===== config.mk =====
export PLATFORM = sky130hd
export DESIGN_NAME = qerr_irq_ctrl
export DESIGN_NICKNAME = d
export VERILOG_FILES = /design/src/rtl/qerr_pkg.sv /design/src/rtl/qerr_sticky.sv /design/src/rtl/qerr_qen.sv /design/src/rtl/qerr_inflight.sv /design/src/rtl/qerr_irq_ctrl.sv
export SDC_FILE = /design/constraint.sdc
export NUM_CORES = 1
export LEC_CHECK = 0
export CORE_MARGIN = 2
export CORE_UTILIZATION = 55
export DETAILED_ROUTE_END_ITERATION = 10
export GPL_TIMING_DRIVEN = 0
export PLACE_DENSITY = 0.91
export SYNTH_ARGS = -nofsm -noshare
export SYNTH_HDL_FRONTEND = slang
export SYNTH_HIERARCHICAL = 1
export SYNTH_SLANG_ARGS = --single-unit

===== constraint.sdc =====
create_clock -name clk_i -period 5.55 [get_ports clk_i]
set_input_delay 0.555 -clock clk_i [delete_from_list [all_inputs] [get_ports clk_i]]
set_output_delay 0.555 -clock clk_i [all_outputs]
set_load 0.02 [all_outputs]

===== src/rtl/qerr_pkg.sv =====
package qerr_pkg;
  localparam int NSRC = 5;
  localparam int SRC_MBOX  = 0;
  localparam int SRC_DBOVF = 1;
  localparam int SRC_RDERR = 2;
  localparam int SRC_WRERR = 3;
  localparam int SRC_SWERR = 4;
  localparam logic [NSRC-1:0] HALT_MASK =
    NSRC'((1 << SRC_DBOVF) | (1 << SRC_RDERR) | (1 << SRC_WRERR));

  typedef enum logic [2:0] {
    A_STAT     = 3'd0,
    A_STAT_SET = 3'd1,
    A_IEN_SET  = 3'd2,
    A_IEN_CLR  = 3'd3,
    A_CTL      = 3'd4,
    A_INFL     = 3'd5
  } reg_addr_e;
endpackage


===== src/rtl/qerr_sticky.sv =====
module qerr_sticky #(
  parameter int W = 5
) (
  input  logic         clk_i,
  input  logic         rst_ni,
  input  logic [W-1:0] set_i,
  input  logic [W-1:0] clr_i,
  output logic [W-1:0] q_o
);
  for (genvar b = 0; b < W; b++) begin : g_bit
    always_ff @(posedge clk_i or negedge rst_ni) begin
      if (!rst_ni)        q_o[b] <= 1'b0;
      else if (set_i[b])  q_o[b] <= 1'b1;  // set beats clear
      else if (clr_i[b])  q_o[b] <= 1'b0;
    end
  end
endmodule


===== src/rtl/qerr_qen.sv =====
module qerr_qen (
  input  logic       clk_i,
  input  logic       rst_ni,
  input  logic       ctl_we_i,
  input  logic [1:0] ctl_wd_i,
  input  logic       halt_req_i,
  output logic       qen_o,
  output logic       cont_err_o
);
  always_ff @(posedge clk_i or negedge rst_ni) begin
    if (!rst_ni) begin
      qen_o      <= 1'b0;
      cont_err_o <= 1'b0;
    end else begin
      if (ctl_we_i) begin
        qen_o      <= ctl_wd_i[0];
        cont_err_o <= ctl_wd_i[1];
      end
      // halt uses the mode held before this edge and overrides the write
      if (halt_req_i && !cont_err_o) qen_o <= 1'b0;
    end
  end
endmodule


===== src/rtl/qerr_inflight.sv =====
module qerr_inflight #(
  parameter int CNT_W = 8
) (
  input  logic             clk_i,
  input  logic             rst_ni,
  input  logic             inc_i,
  input  logic             dec_i,
  output logic [CNT_W-1:0] cnt_o
);
  localparam logic [CNT_W-1:0] CNT_MAX = '1;

  always_ff @(posedge clk_i or negedge rst_ni) begin
    if (!rst_ni) cnt_o <= '0;
    else if (inc_i && !dec_i && cnt_o != CNT_MAX) cnt_o <= cnt_o + 1'b1;
    else if (dec_i && !inc_i && cnt_o != '0)      cnt_o <= cnt_o - 1'b1;
  end
endmodule


===== src/rtl/qerr_irq_ctrl.sv =====
module qerr_irq_ctrl
  import qerr_pkg::*;
#(
  parameter int DW    = 8,
  parameter int CNT_W = 8,
  parameter int AW    = 3
) (
  input  logic            clk_i,
  input  logic            rst_ni,
  input  logic [NSRC-1:0] evt_i,
  input  logic            fetch_i,
  input  logic            retire_i,
  input  logic            wr_i,
  input  logic [AW-1:0]   addr_i,
  input  logic [DW-1:0]   wdata_i,
  output logic [DW-1:0]   rdata_o,
  output logic            queue_en_o,
  output logic            irq_o
);
  localparam logic [AW-1:0] AD_STAT  = AW'(A_STAT);
  localparam logic [AW-1:0] AD_SSET  = AW'(A_STAT_SET);
  localparam logic [AW-1:0] AD_ESET  = AW'(A_IEN_SET);
  localparam logic [AW-1:0] AD_ECLR  = AW'(A_IEN_CLR);
  localparam logic [AW-1:0] AD_CTL   = AW'(A_CTL);
  localparam logic [AW-1:0] AD_INFL  = AW'(A_INFL);

  logic [NSRC-1:0]  wbits;
  logic [NSRC-1:0]  st_set, st_clr, en_set, en_clr;
  logic [NSRC-1:0]  status_q, ien_q;
  logic             cont_err_q;
  logic [CNT_W-1:0] infl_q;

  assign wbits  = wdata_i[NSRC-1:0];
  assign st_set = evt_i | ((wr_i && addr_i == AD_SSET) ? wbits : '0);
  assign st_clr = (wr_i && addr_i == AD_STAT) ? wbits : '0;
  assign en_set = (wr_i && addr_i == AD_ESET) ? wbits : '0;
  assign en_clr = (wr_i && addr_i == AD_ECLR) ? wbits : '0;

  qerr_sticky #(.W(NSRC)) u_status (
    .clk_i(clk_i), .rst_ni(rst_ni), .set_i(st_set), .clr_i(st_clr), .q_o(status_q)
  );

  qerr_sticky #(.W(NSRC)) u_ien (
    .clk_i(clk_i), .rst_ni(rst_ni), .set_i(en_set), .clr_i(en_clr), .q_o(ien_q)
  );

  qerr_qen u_qen (
    .clk_i      (clk_i),
    .rst_ni     (rst_ni),
    .ctl_we_i   (wr_i && addr_i == AD_CTL),
    .ctl_wd_i   (wdata_i[1:0]),
    .halt_req_i (|(st_set & HALT_MASK)),
    .qen_o      (queue_en_o),
    .cont_err_o (cont_err_q)
  );

  qerr_inflight #(.CNT_W(CNT_W)) u_infl (
    .clk_i(clk_i), .rst_ni(rst_ni), .inc_i(fetch_i), .dec_i(retire_i), .cnt_o(infl_q)
  );

  assign irq_o = |(status_q & ien_q);

  always_comb begin
    rdata_o = '0;
    unique case (addr_i)
      AD_STAT, AD_SSET: rdata_o = DW'(status_q);
      AD_ESET, AD_ECLR: rdata_o = DW'(ien_q);
      AD_CTL:           rdata_o = DW'({cont_err_q, queue_en_o});
      AD_INFL:          rdata_o = DW'(infl_q);
      default:          rdata_o = '0;
    endcase
  end
endmodule


Word level (Yosys, flattened, before mapping)
Cells that the tools add are included.

Register bits: 20. Input port bits: 21. Output and inout bits: 10. Logic and storage cells: 83.

Add/sub/neg operators: 2. Eq/ne operators: 6. Muxes and demuxes: 29. Bitwise operators: 2. Reduce and logical (&&, ||, !) cells: 31.

Operators by type and width (number): one-hot mux 8 bit (4 select lines) (1); nonzero test 2 bit (12); two-way mux 1 bit (22); two-way mux 5 bit (4); two-way mux 8 bit (2); logical AND 1 bit (10); adder 8 x 1 -> 8 bit, second input constant (1); inequality test 8 bit, second input constant (1); nonzero test 8 bit (1); subtractor 8 x 1 -> 8 bit, second input constant (1); equality test 3 x 2 -> 1 bit, second input constant (2); equality test 3 bit, second input constant (2); AND 5 bit (1); OR 5 bit (1); OR reduction 5 bit (1); OR reduction 2 bit (2); equality test 3 x 1 -> 1 bit, second input constant (1); logical NOT 1 bit (3); logical NOT 3 bit (1); OR reduction 3 bit (1).

Logic depth before layout (Yosys ltp)
Gate-level depths: netlist of the first run.

Depth in word-level cells: 7. Depth in mapped cells: 8. Mapped depth without buffers: 7.

Modules after synthesis
Netlist of the first run, hierarchy kept.

By module, submodules not included: qerr_inflight (times used 1, cells each 73, area each 670.6 um^2, sequential area each 200.2 um^2); qerr_irq_ctrl (times used 1, cells each 54, area each 394.1 um^2, sequential area each 0.0 um^2); qerr_sticky (times used 2, cells each 15, area each 181.4 um^2, sequential area each 125.1 um^2); qerr_qen (times used 1, cells each 7, area each 77.6 um^2, sequential area each 50.0 um^2).

Worst setup path before layout of the first run
No wires, ideal clock.

Kind: register to register. From: reg u_infl.cnt_o[0]. To: reg u_infl.cnt_o[7]. Library setup time: 90 ps. Arrival: 2233 ps. Required time: 5460 ps. Slack: 3227 ps. Cell stages (with the launch flop): 9. Path buffers: 1. Clock period less this slack: 2323 ps. Path through: dfrtp_1 > nand4_1 > o21ai_2 > ha_1 > buf_2 > a21oi_1 > a21oi_1 > or3_2 > o2111ai_1.

Cells in the longest elaborated chain, start to end: 3. Elaborated cells on any way between the ends: 9. Classes of those cells: add/sub: 2; eq/ne: 1; mux: 2; reduce/logical: 4.

Ends and longest elaborated chain: start: declaration (RTL line qerr_inflight.sv:8) `output logic [CNT_W-1:0] cnt_o`; start signal: assignment (RTL line qerr_inflight.sv:14) `else if (inc_i && !dec_i && cnt_o != CNT_MAX) cnt_o <= cnt_o + 1'b1;`; start signal: assignment (RTL line qerr_inflight.sv:15) `else if (dec_i && !inc_i && cnt_o != '0) cnt_o <= cnt_o - 1'b1;`; subtractor 8 x 1 -> 8 bit, or another cell as far along (RTL line qerr_inflight.sv:15); two-way mux 8 bit, or another cell as far along (RTL line qerr_inflight.sv:15); two-way mux 8 bit / nonzero test 2 bit (equally long branches).

Several ways; a longest one is shown, not always the timed one. The select of a mux whose other input is x is not followed. A chain may end at the register's enable or synchronous reset.

Worst setup path in the final report of the first run
From: in addr_i[2]. To: out rdata_o[3].

Cells in the longest elaborated chain, start to end: 3. Elaborated cells on any way between the ends: 9. Classes of those cells: eq/ne: 5; mux: 1; reduce/logical: 3.

Ends and longest elaborated chain: start: declaration (RTL line qerr_irq_ctrl.sv:14) `input logic [AW-1:0] addr_i,`; equality test 3 x 2 -> 1 bit, or another cell as far along (RTL line qerr_irq_ctrl.sv:65) `unique case (addr_i)`; OR reduction 2 bit (RTL line qerr_irq_ctrl.sv:65); one-hot mux 8 bit (4 select lines) * (RTL line qerr_irq_ctrl.sv:65); end: declaration (RTL line qerr_irq_ctrl.sv:16) `output logic [DW-1:0] rdata_o,`.

Every way passes the cells marked *; elsewhere a longest branch is shown, timed or not.

==> flow_summary.toml, run 1 <==
[routing]
met2_wirelength_um = 1961
route.final.wire_length_um = 4004
routed_met3_length_um = 408
detailroute.via_count = 1465
top_layer_used = "met4"
antenna_left = 0
drt-initial-drc-count = 126
drc = 0
drt-met1-wl_um = 1542
viasPerCell = 6.540
detail_route.first_pass.iterations = 7
avgRoutedWirePerCell_um = 17.88

[critical_path]
setup.worst_path.end_class = "output pin"
cpPeakStageDelay_ns = 0.62
critPathKind = "in2out"
worstPathRequired_ns = 4.99
crit_path_cell_trace = "clkdlybuf4s50_1 -> clkbuf_1 -> nand2_1 -> o22ai_1 -> clkdlybuf4s50_1"
critical_path.startpoint = "addr_i[2]"
crit_path_top_delay_cell = "sky130_fd_sc_hd__clkdlybuf4s50_1"
critical_path_peak_fanout = 10
setup.worst_path.start_class = "input port"
critical-path-top-cell-by-count = "sky130_fd_sc_hd__clkdlybuf4s50_1"
crit-reg2reg-capture = "u_infl/cnt_o[6]"
worstRegToRegCells = 8
r2r_setup_slack_ns = 2.75
worstReg2RegStart = "u_infl/cnt_o[0]"
timing.critical_path.arrival_ns = 2.41
crit_end = "rdata_o[3]"

[logic_synthesis]
synth_cells = 164
synthArstFlopShare = 1.000
synth.ff_latch_count = 20
post_synthesis_net_count = 192
netlist.area_leader.share = 0.3325
largest_cells_by_area_after_synthesis = "sky130_fd_sc_hd__dfrtp_1, sky130_fd_sc_hd__a21o_1, sky130_fd_sc_hd__and2_1"
ys.warnings.count = 6
synth-main-ff-cell = "sky130_fd_sc_hd__dfrtp_1"
synth_top_area_cell = "sky130_fd_sc_hd__dfrtp_1"
ys_seq_area_frac = 0.3325
synth_cell_types = 46
post_synth_instance_area_um2 = 1505
syn_area_per_cell_um2 = 9.178
synth_edf_count = 0

[cells_and_area]
antenna_diodes = 0
layout.cells.most_common = "sky130_fd_sc_hd__clkdlybuf4s50_1"
most-common-layout-cells = "sky130_fd_sc_hd__clkdlybuf4s50_1, sky130_fd_sc_hd__dfrtp_1, sky130_fd_sc_hd__a21o_1"
post_route_cells_drive_above_1_share = 0.07732
fin_nets = 223
area_delta_synth_final_pct = 23.28

[cts]
ctsHtreeMaxLevel = 1
cts_made_buffers = 3
cts_tree = "done"
worst_skew_pair.late_latency_ns = 0.32
cts_hold_buf = 0
clkSinkCount = 20
cts_setup_buffers = 0
clk_root_buffer_cell = "sky130_fd_sc_hd__clkbuf_4"
cts_resized = 0
clkTransAtPathRegs_ns = 0.13
cts_buffer_depth = 2

[sta]
fmax_ghz = 0.3375
hold_viol = 0
finalCritPeriodShare = 0.5339
unrepaired_setup_endpoints_after_global_routing = "false"
timing_worst_slew_pin_value_ns = 0.9288
slew_viol_final = 0
totalNegativeSetupSlack_ns = 0
timing.final.setup_violations = 0
maxSlewHeadroom = 0.3789
final_period_minus_worst_setup_slack_ns = 2.963
post-route-worst-setup-slack_ns = 2.587
clock_tree_skew_after_final_layout_ns = 0.009753

[floorplan]
chipWidth_um = 56.32
floorplan.rows = 18
fp.dieH_um = 56.32
design.die.area_um2 = 3171
initial_utilization = 0.5914
coreArea_um2 = 2545
io_pins = 31

[pwr]
p_leak_uw = 0.0007951
worst_ir_drop_vdd_v = 0.0003312
power.density_cell_area_nw_per_um2 = 392.7

[grt]
via_count_of_the_first_global_routing_pass = 1447
wire_length_of_the_first_global_routing_pass_um = 7010
grt_antenna_before_repair = 0
grt_max_degree = 21
groute.usage.overall = 0.2823
overflow = 0

[job]
drv.max_cap_violation_count = 0

[worst_hold_path]
hold_path.class = "reg2reg"

[outcome]
outcome = "completed"

[place]
post-place-ws_ns = 2.600
gp_congestion = 0.8586
dp_hpwl_um = 2896
port_buffers = 26
-- metrics by stage --
stage | instances | area (µm²) | hold WS (ns) | utilization | power [µW]
2_1_floorplan | 164 | 1505 | 0.2594 | - | 477.8
3_3_place_gp | 220 | 1803 | 0.4864 | 0.7085 | 552.8
3_5_place_dp | 220 | 1803 | 0.4990 | 0.7085 | 582.9
4_1_cts | 224 | 1856 | 0.5298 | 0.7291 | 718.8
5_1_grt | 224 | 1856 | 0.5644 | 0.7291 | 785.4
6_report | 224 | 1856 | 0.5295 | 0.7291 | 728.6
-- cell type report --
| cell class | instances | area, µm² |
|---|---|---|
| Multi-Input combinational cell | 126 | 933.4 |
| Tap cell | 30 | 37.54 |
| Fill cell | 181 | 689.4 |
| Timing Repair Buffer | 26 | 260.3 |
| Inverter | 14 | 52.55 |
| Clock inverter | 1 | 30.03 |
| Buffer | 4 | 18.77 |
| Clock buffer | 3 | 22.52 |
| Sequential cell | 20 | 500.5 |
-- Yosys cell counts (4+ instances only) --
| cell | number |
|---|---|
| sky130_fd_sc_hd__a21o_1 | 17 |
| sky130_fd_sc_hd__a21oi_1 | 7 |
| sky130_fd_sc_hd__and2_1 | 15 |
| sky130_fd_sc_hd__dfrtp_1 | 20 |
| sky130_fd_sc_hd__ha_1 | 6 |
| sky130_fd_sc_hd__inv_1 | 14 |
| sky130_fd_sc_hd__mux2i_1 | 8 |
| sky130_fd_sc_hd__nand2_1 | 7 |
| sky130_fd_sc_hd__nand3_1 | 6 |
| sky130_fd_sc_hd__nand4_1 | 4 |
| sky130_fd_sc_hd__o21ai_0 | 6 |
| sky130_fd_sc_hd__o22ai_1 | 5 |
-- worst min-delay path by stage --
stage                 start            to  slack, ns  cells past startpoint
2_1_floorplan        rst_ni  u_ien/q_o[0]       0.26                      0
4_1_cts        u_ien/q_o[0]  u_ien/q_o[0]       0.53                      1
3_3_place_gp   u_ien/q_o[0]  u_ien/q_o[0]       0.49                      1
3_5_place_dp   u_ien/q_o[0]  u_ien/q_o[0]       0.50                      1
5_1_grt        u_ien/q_o[0]  u_ien/q_o[0]       0.56                      1
6_report       u_ien/q_o[0]  u_ien/q_o[0]       0.53                      1
-- report_power, final --
part           internal [µW]  switching, µW
Clock                   73.1           52.3
Combinational            162            193
Sequential               186           62.2
-- metal layers --
layer | GRT usage | vias up
met5 | 0 | -
met4 | 0.09184 | 0
met3 | 0.04378 | 14
met2 | 0.4739 | 103
met1 | 0.3719 | 680
li1 | - | 668
-- registers in the layout (all words and copies together), names as in the netlist --
register	flops
u_qen/cont_err_o	1
u_infl/cnt_o	8
u_ien/q_o	5
u_qen/qen_o	1
u_status/q_o	5
-- critical path, delay by kind of cell --
family	cells	cell delay, ns
AO/OA/AOI/OAI	1	0.17
buffers and inverters	3	1.58
AND/OR/NAND/NOR	1	0.10
-- kinds of logic after synthesis --
kind of cell               share of synthesized area
xor gates and xnor gates                     0.02328
buffers and inverters                        0.04738
and+or+nand+nor                               0.2461
AOI/OAI and AO/OA                             0.2195
muxes                                        0.06816
DFF                                           0.3325
adders and majority gates                    0.06317
Power figures use the tool's default switching activity.
==> run 2: changes to the inputs <==
--- a/config.mk
+++ b/config.mk
@@ -6,10 +6,10 @@
 export NUM_CORES = 1
 export LEC_CHECK = 0
 export CORE_MARGIN = 2
-export CORE_UTILIZATION = 55
+export CORE_UTILIZATION = 46
 export DETAILED_ROUTE_END_ITERATION = 10
 export GPL_TIMING_DRIVEN = 0
-export PLACE_DENSITY = 0.91
+export PLACE_DENSITY = 0.82
 export SYNTH_ARGS = -nofsm -noshare
 export SYNTH_HDL_FRONTEND = slang
 export SYNTH_HIERARCHICAL = 1
==> constraint.sdc (replaced) <==
create_clock -name clk_i -period 2.4 [get_ports clk_i]
set_input_delay 0.24 -clock clk_i [delete_from_list [all_inputs] [get_ports clk_i]]
set_output_delay 0.24 -clock clk_i [all_outputs]
set_load 0.02 [all_outputs]
==> run 2 against run 1 <==
Effect of this change:
- clock power grew 59%
- sequential share of layout area fell by 1.1 points
- worst hold slack got worse by 0.11 ns
- core utilization is 9.2 points lower
- worst setup slack got worse by 2.5 ns
- total power is 130% higher
- sequential power grew 130%
- final cell count grew 11%
- largest power group unchanged
- critical endpoint is now u_infl/cnt_o[6]
==> flow_summary.toml, run 2 (synthesized netlist as in run 1, its figures left out) <==
[sta]
clock_tree_skew_after_final_layout_ns = 0.009189
final_period_minus_worst_setup_slack_ns = 2.304
timing_worst_slew_pin_value_ns = 0.8805
maxSlewHeadroom = 0.4112
fmax_ghz = 0.4340
worst_hold_slack_ns = 0.4156
hold_viol = 0
post-route-worst-setup-slack_ns = 0.09593
finalCritPeriodShare = 0.9600
timing.final.setup_violations = 0
slew_viol_final = 0

[critical_path]
critical_path_peak_fanout = 7
critPathKind = "reg2reg"
setup.worst_path.start_class = "flip-flop"
cpPeakStageDelay_ns = 0.48
timing.critical_path.arrival_ns = 2.52
worstPathRequired_ns = 2.61
crit_path_cell_trace = "nand4_1 -> o21ai_4 -> buf_4 -> fa_1 -> a211oi_1 -> or4_1 -> o2111ai_1 -> mux2_2"
crit_path_top_delay_cell = "sky130_fd_sc_hd__dfrtp_2"
setup.worst_path.end_class = "flip-flop"

[pwr]
worst_ir_drop_vdd_v = 0.0003319
comb_pwr_share = 0.544
p_sw_frac = 0.4120
clock_power_share = 0.119
power.net_switching_uw = 689.3
power.density_cell_area_nw_per_um2 = 852.8
p_leak_uw = 0.0008385
power.share.sequential = 0.337
internal-power_uw = 983.8

[place]
port_buffers = 26
post-place-ws_ns = -0.2195
dp_hpwl_um = 2774
gp_congestion = 0.8523

[cells_and_area]
biggestRegsByFlops = "u_infl/cnt_o: 8 flops, u_ien/q_o: 5 flops, u_status/q_o: 5 flops"
antenna_diodes = 0
multi_input_area_um2 = 948.4
layout.cells.most_common = "sky130_fd_sc_hd__clkdlybuf4s50_1"
largest_register_ff_count = 8
most-common-layout-cells = "sky130_fd_sc_hd__clkdlybuf4s50_1, sky130_fd_sc_hd__a21o_1, sky130_fd_sc_hd__and2_1, sky130_fd_sc_hd__dfrtp_1, sky130_fd_sc_hd__inv_1"
layout.filler_cells = 265
area.sequential_um2 = 506.7
registers.top_by_ff_count = "u_infl/cnt_o"
fin_nets = 234
post_route_cells_drive_above_1_share = 0.1659
area_delta_synth_final_pct = 30.34

[floorplan]
design.die.area_um2 = 3745
coreArea_um2 = 3078
fp.dieH_um = 61.20
floorplan.rows = 20
initial_utilization = 0.4890
chipWidth_um = 61.20
io_pins = 31

[cts]
worst_skew_pair.late_latency_ns = 0.31
clkTransAtPathRegs_ns = 0.12
clk_root_buffer_cell = "sky130_fd_sc_hd__clkbuf_4"
ctsHtreeMaxLevel = 1
cts_hold_buf = 0
clkSinkCount = 20
cts_tree = "done"
cts_made_buffers = 3
cts_buffer_depth = 2

[worst_hold_path]
hold_path.class = "in2async"

[grt]
overflow = 0
wire_length_of_the_first_global_routing_pass_um = 5844
via_count_of_the_first_global_routing_pass = 1315
grt_antenna_before_repair = 0
groute.usage.overall = 0.2100
grt_max_degree = 21

[routing]
route.final.wire_length_um = 3759
detailroute.via_count = 1444
detail_route.first_pass.iterations = 4
avgRoutedWirePerCell_um = 15.10
viasPerCell = 5.799
drc = 0
drt-initial-drc-count = 95
antenna_left = 0

[outcome]
outcome = "completed"

[job]
drv.max_cap_violation_count = 0
-- run 2: metrics by stage --
step	cells	power [µW]	instance area (µm²)	setup TNS, ns	util
floorplan	164	1105	1505	0	-
global placement	234	1294	1821	-0.3313	0.5915
detailed placement	234	1333	1821	-0.4303	0.5915
CTS	242	1539	1894	0	0.6154
finish	249	1673	1962	0	0.6374
global route	249	1792	1962	-0.004077	0.6374
-- run 2: power by group through the flow --
stage               logic [µW]  registers [µW]  clock network (µW)
floorplan                  573             531                   0
global placement           723             570                   0
detailed placement         758             575                   0
CTS                        772             566                 201
global route              1000             577                 215
finish                     911             563                 199
-- run 2: repair_timing --
item                       4_1_cts  5_1_grt
buffers inserted                 4        7
pin swaps                        1        1
gates resized for setup          1        9
setup endpoints to repair        2        4
-- run 2: layout make-up --
cell class,count,area share
multi-input cells,126,0.4834
inverters,14,0.02679
clock buffers,4,0.01849
repair buffers,37,0.1747
flip-flops and latches,20,0.2583
well taps,44,0.02806
plain buffers,4,0.01020
-- run 2: worst paths after layout --
kind                                 start          endpoint  slack [ns]  depth (start not counted)
hold reg to reg               u_ien/q_o[0]      u_ien/q_o[0]        0.52                          1
setup / recovery           u_infl/cnt_o[0]   u_infl/cnt_o[6]         0.1                          8
setup reg to reg           u_infl/cnt_o[0]   u_infl/cnt_o[6]         0.1                          8
min in group clk_i               addr_i[0]  u_qen/cont_err_o        0.43                          3
hold / removal                      rst_ni   u_infl/cnt_o[5]        0.42                          1
max in group asynchronous           rst_ni   u_infl/cnt_o[2]        1.38                          1
-- run 2: critical path: cells and delay by family (launching register included) --
family / cells / cell delay (ns)
muxes: 1 / 0.28
buffers and inverters: 1 / 0.16
AOI/OAI and AO/OA: 3 / 0.55
and+or+nand+nor: 2 / 0.32
DFF: 1 / 0.48
adders and majority gates: 1 / 0.43
-- run 2: metal layers --
| layer | routed length, µm | up-vias | share of wire | global-route usage |
|---|---|---|---|---|
| met2 | 1860 | 64 | 0.49 | 0.3739 |
| met3 | 223 | 6 | 0.059 | 0.03992 |
| met4 | 44 | 0 | 0.012 | 0.04969 |
| li1 | - | 696 | - | - |
| met1 | 1630 | 678 | 0.43 | 0.2618 |
| met5 | 0 | - | 0 | 0 |
==> run 3: changes to the inputs <==
--- a/config.mk
+++ b/config.mk
@@ -10,6 +10,7 @@
 export DETAILED_ROUTE_END_ITERATION = 10
 export GPL_TIMING_DRIVEN = 0
 export PLACE_DENSITY = 0.82
+export SETUP_SLACK_MARGIN = 0.1
 export SYNTH_ARGS = -nofsm -noshare
 export SYNTH_HDL_FRONTEND = slang
 export SYNTH_HIERARCHICAL = 1
==> constraint.sdc (replaced) <==
create_clock -name clk_i -period 2 [get_ports clk_i]
set_input_delay 0.2 -clock clk_i [delete_from_list [all_inputs] [get_ports clk_i]]
set_output_delay 0.2 -clock clk_i [all_outputs]
set_load 0.02 [all_outputs]
==> run 3 against run 2 <==
Effect of this change:
- the flow now finishes with violations (setup timing)
- cell area rose by 15%
- clock-buffer cell count fell by 1
- clock power rose by 71%
- non-clock buffer count rose by 9
- first-iteration DRC count rose to 2.5 times the previous value
- wire length rose by 30%
- core utilization rose by 9.3 points
- total power rose by 65%
- sequential share of layout area fell by 3.3 points
- die area did not move
- sequential cell count did not move
- via count rose by 10%
==> flow_summary.toml, run 3 (synthesized netlist as in run 1, its figures left out) <==
[cells_and_area]
area_delta_synth_final_pct = 49.29
area.sequential_um2 = 506.7
layout.cells.most_common = "sky130_fd_sc_hd__clkdlybuf4s50_1"
fin_nets = 243
post_route_cells_drive_above_1_share = 0.2897
registers.top_by_ff_count = "u_infl/cnt_o"
layout.filler_cells = 212
layoutNonFillerInstCount = 258
antenna_diodes = 0
biggestRegsByFlops = "u_infl/cnt_o: 8 flops, u_ien/q_o: 5 flops, u_status/q_o: 5 flops"
multi_input_area_um2 = 1114
most-common-layout-cells = "sky130_fd_sc_hd__clkdlybuf4s50_1, sky130_fd_sc_hd__a21o_1, sky130_fd_sc_hd__and2_1"
largest_register_ff_count = 8

[routing]
viasPerCell = 6.155
drc = 0
route.final.wire_length_um = 4887
detailroute.via_count = 1588
avgRoutedWirePerCell_um = 18.94
detail_route.first_pass.iterations = 4
drt-initial-drc-count = 240
antenna_left = 0

[floorplan]
io_pins = 31
fp.dieH_um = 61.20
coreArea_um2 = 3078
initial_utilization = 0.4890
chipWidth_um = 61.20
design.die.area_um2 = 3745
floorplan.rows = 20

[critical_path]
crit_end = "u_infl/cnt_o[6]"
worstPathRequired_ns = 2.22
worstReg2RegStart = "u_infl/cnt_o[3]"
setup.worst_path.end_class = "flip-flop"
r2r_setup_slack_ns = -0.26
timing.critical_path.arrival_ns = 2.48
worstRegToRegCells = 9
setup.worst_path.start_class = "flip-flop"
critPathKind = "reg2reg"
critical_path.startpoint = "u_infl/cnt_o[3]"
critical_path_peak_fanout = 5
crit-reg2reg-capture = "u_infl/cnt_o[6]"

[cts]
clkTransAtPathRegs_ns = 0.13
cts_made_buffers = 3
cts_hold_buf = 0
ctsHtreeMaxLevel = 1
cts_buffer_depth = 2
clk_root_buffer_cell = "sky130_fd_sc_hd__clkbuf_4"
worst_skew_pair.late_latency_ns = 0.31
clkSinkCount = 20
cts_tree = "done"

[pwr]
p_leak_uw = 0.0009445
power.density_cell_area_nw_per_um2 = 1230
worst_ir_drop_vdd_v = 0.0005416

[outcome]
violations = "setup timing"
outcome = "finished with violations"

[grt]
grt_antenna_before_repair = 0
gr-max-usage-layer = "met2"
via_count_of_the_first_global_routing_pass = 1552
groute.usage.overall = 0.2603
wire_length_of_the_first_global_routing_pass_um = 7176
grt_max_degree = 21
global_route.usage.met1 = 0.3168
global_routing_met3_resource_utilization = 0.05042
global_route.usage.met2 = 0.4635
overflow = 0

[sta]
finalCritPeriodShare = 1.132
timing.final.setup_violations = 3
worst_hold_slack_ns = 0.4032
clock_tree_skew_after_final_layout_ns = 0.01134
unrepaired_setup_endpoints_after_global_routing = "true"
fmax_ghz = 0.4418
slew_viol_final = 0
hold_viol = 0
maxSlewHeadroom = 0.3575
final_period_minus_worst_setup_slack_ns = 2.263
post-route-worst-setup-slack_ns = -0.2634
totalNegativeSetupSlack_ns = -0.5757
timing_worst_slew_pin_value_ns = 0.9607

[place]
dp_hpwl_um = 2853
port_buffers = 26
gp_congestion = 0.8496
numPlacedInstances = 234

[job]
drv.max_cap_violation_count = 0

[worst_hold_path]
hold_path.class = "in2async"
run 3: worst min-delay path by stage:
stage / from / cells past startpoint / slack, ns / end
final: rst_ni / 1 / 0.40 / u_ien/q_o[4]
after global routing: addr_i[0] / 3 / 0.43 / u_qen/cont_err_o
after CTS: addr_i[0] / 4 / 0.38 / u_qen/cont_err_o
after floorplan: rst_ni / 0 / -0.1 / u_ien/q_o[0]
after global placement: u_ien/q_o[0] / 1 / 0.49 / u_ien/q_o[0]
after detailed placement: u_ien/q_o[1] / 1 / 0.50 / u_ien/q_o[1]
run 3: repair_timing:
action,in CTS,in global routing
pin swaps,19,7
endpoints found under the setup margin,14,10
endpoints found under the hold margin,0,0
cloned,0,0
gates resized for setup,39,11
buffers inserted,18,4
run 3: through the flow:
stage                 util  cell area (µm²)  setup WS (ns)  total power (µW)
floorplan                -             1536        -0.1416              1387
global placement    0.6016             1852        -0.4401              1619
detailed placement  0.6016             1852        -0.5248              1682
CTS                 0.7061             2173        -0.1222              2493
global route        0.7301             2247        -0.2961              2865
finish              0.7301             2247        -0.2634              2765
run 3: area by class of cell:
type | instances | share of cell area
timing repair buffer | 47 | 0.1999
tap | 44 | 0.02450
clock inverter | 1 | 0.01336
multi-input combinational | 126 | 0.4955
inverter | 14 | 0.02339
clock buffer | 3 | 0.01002
buffer | 3 | 0.007795
sequential | 20 | 0.2255
run 3: critical path, cell delays in order, from the launching register on:
cell and delay (ns):
sky130_fd_sc_hd__dfrtp_2 0.44, sky130_fd_sc_hd__nand4_1 0.14, sky130_fd_sc_hd__o21ai_4 0.08, sky130_fd_sc_hd__buf_12 0.14, sky130_fd_sc_hd__buf_8 0.12, sky130_fd_sc_hd__fa_2 0.40, sky130_fd_sc_hd__a211oi_4 0.26, sky130_fd_sc_hd__or4_4 0.18
sky130_fd_sc_hd__o2111ai_4 0.12, sky130_fd_sc_hd__mux2_4 0.29
run 3: power breakdown:
part           leakage [µW]  internal, µW  total [µW]  switching [µW]
combinational      0.000695           895        1810             920
clock             0.0000279           203         341             138
sequential         0.000221           527         609            82.5
total              0.000944          1620        2760            1140
run 3: per-layer routing:
layer	vias up	routed length (µm)
met5	-	0
met4	0	133
met3	19	286
met2	85	2434
met1	779	2031
li1	705	-
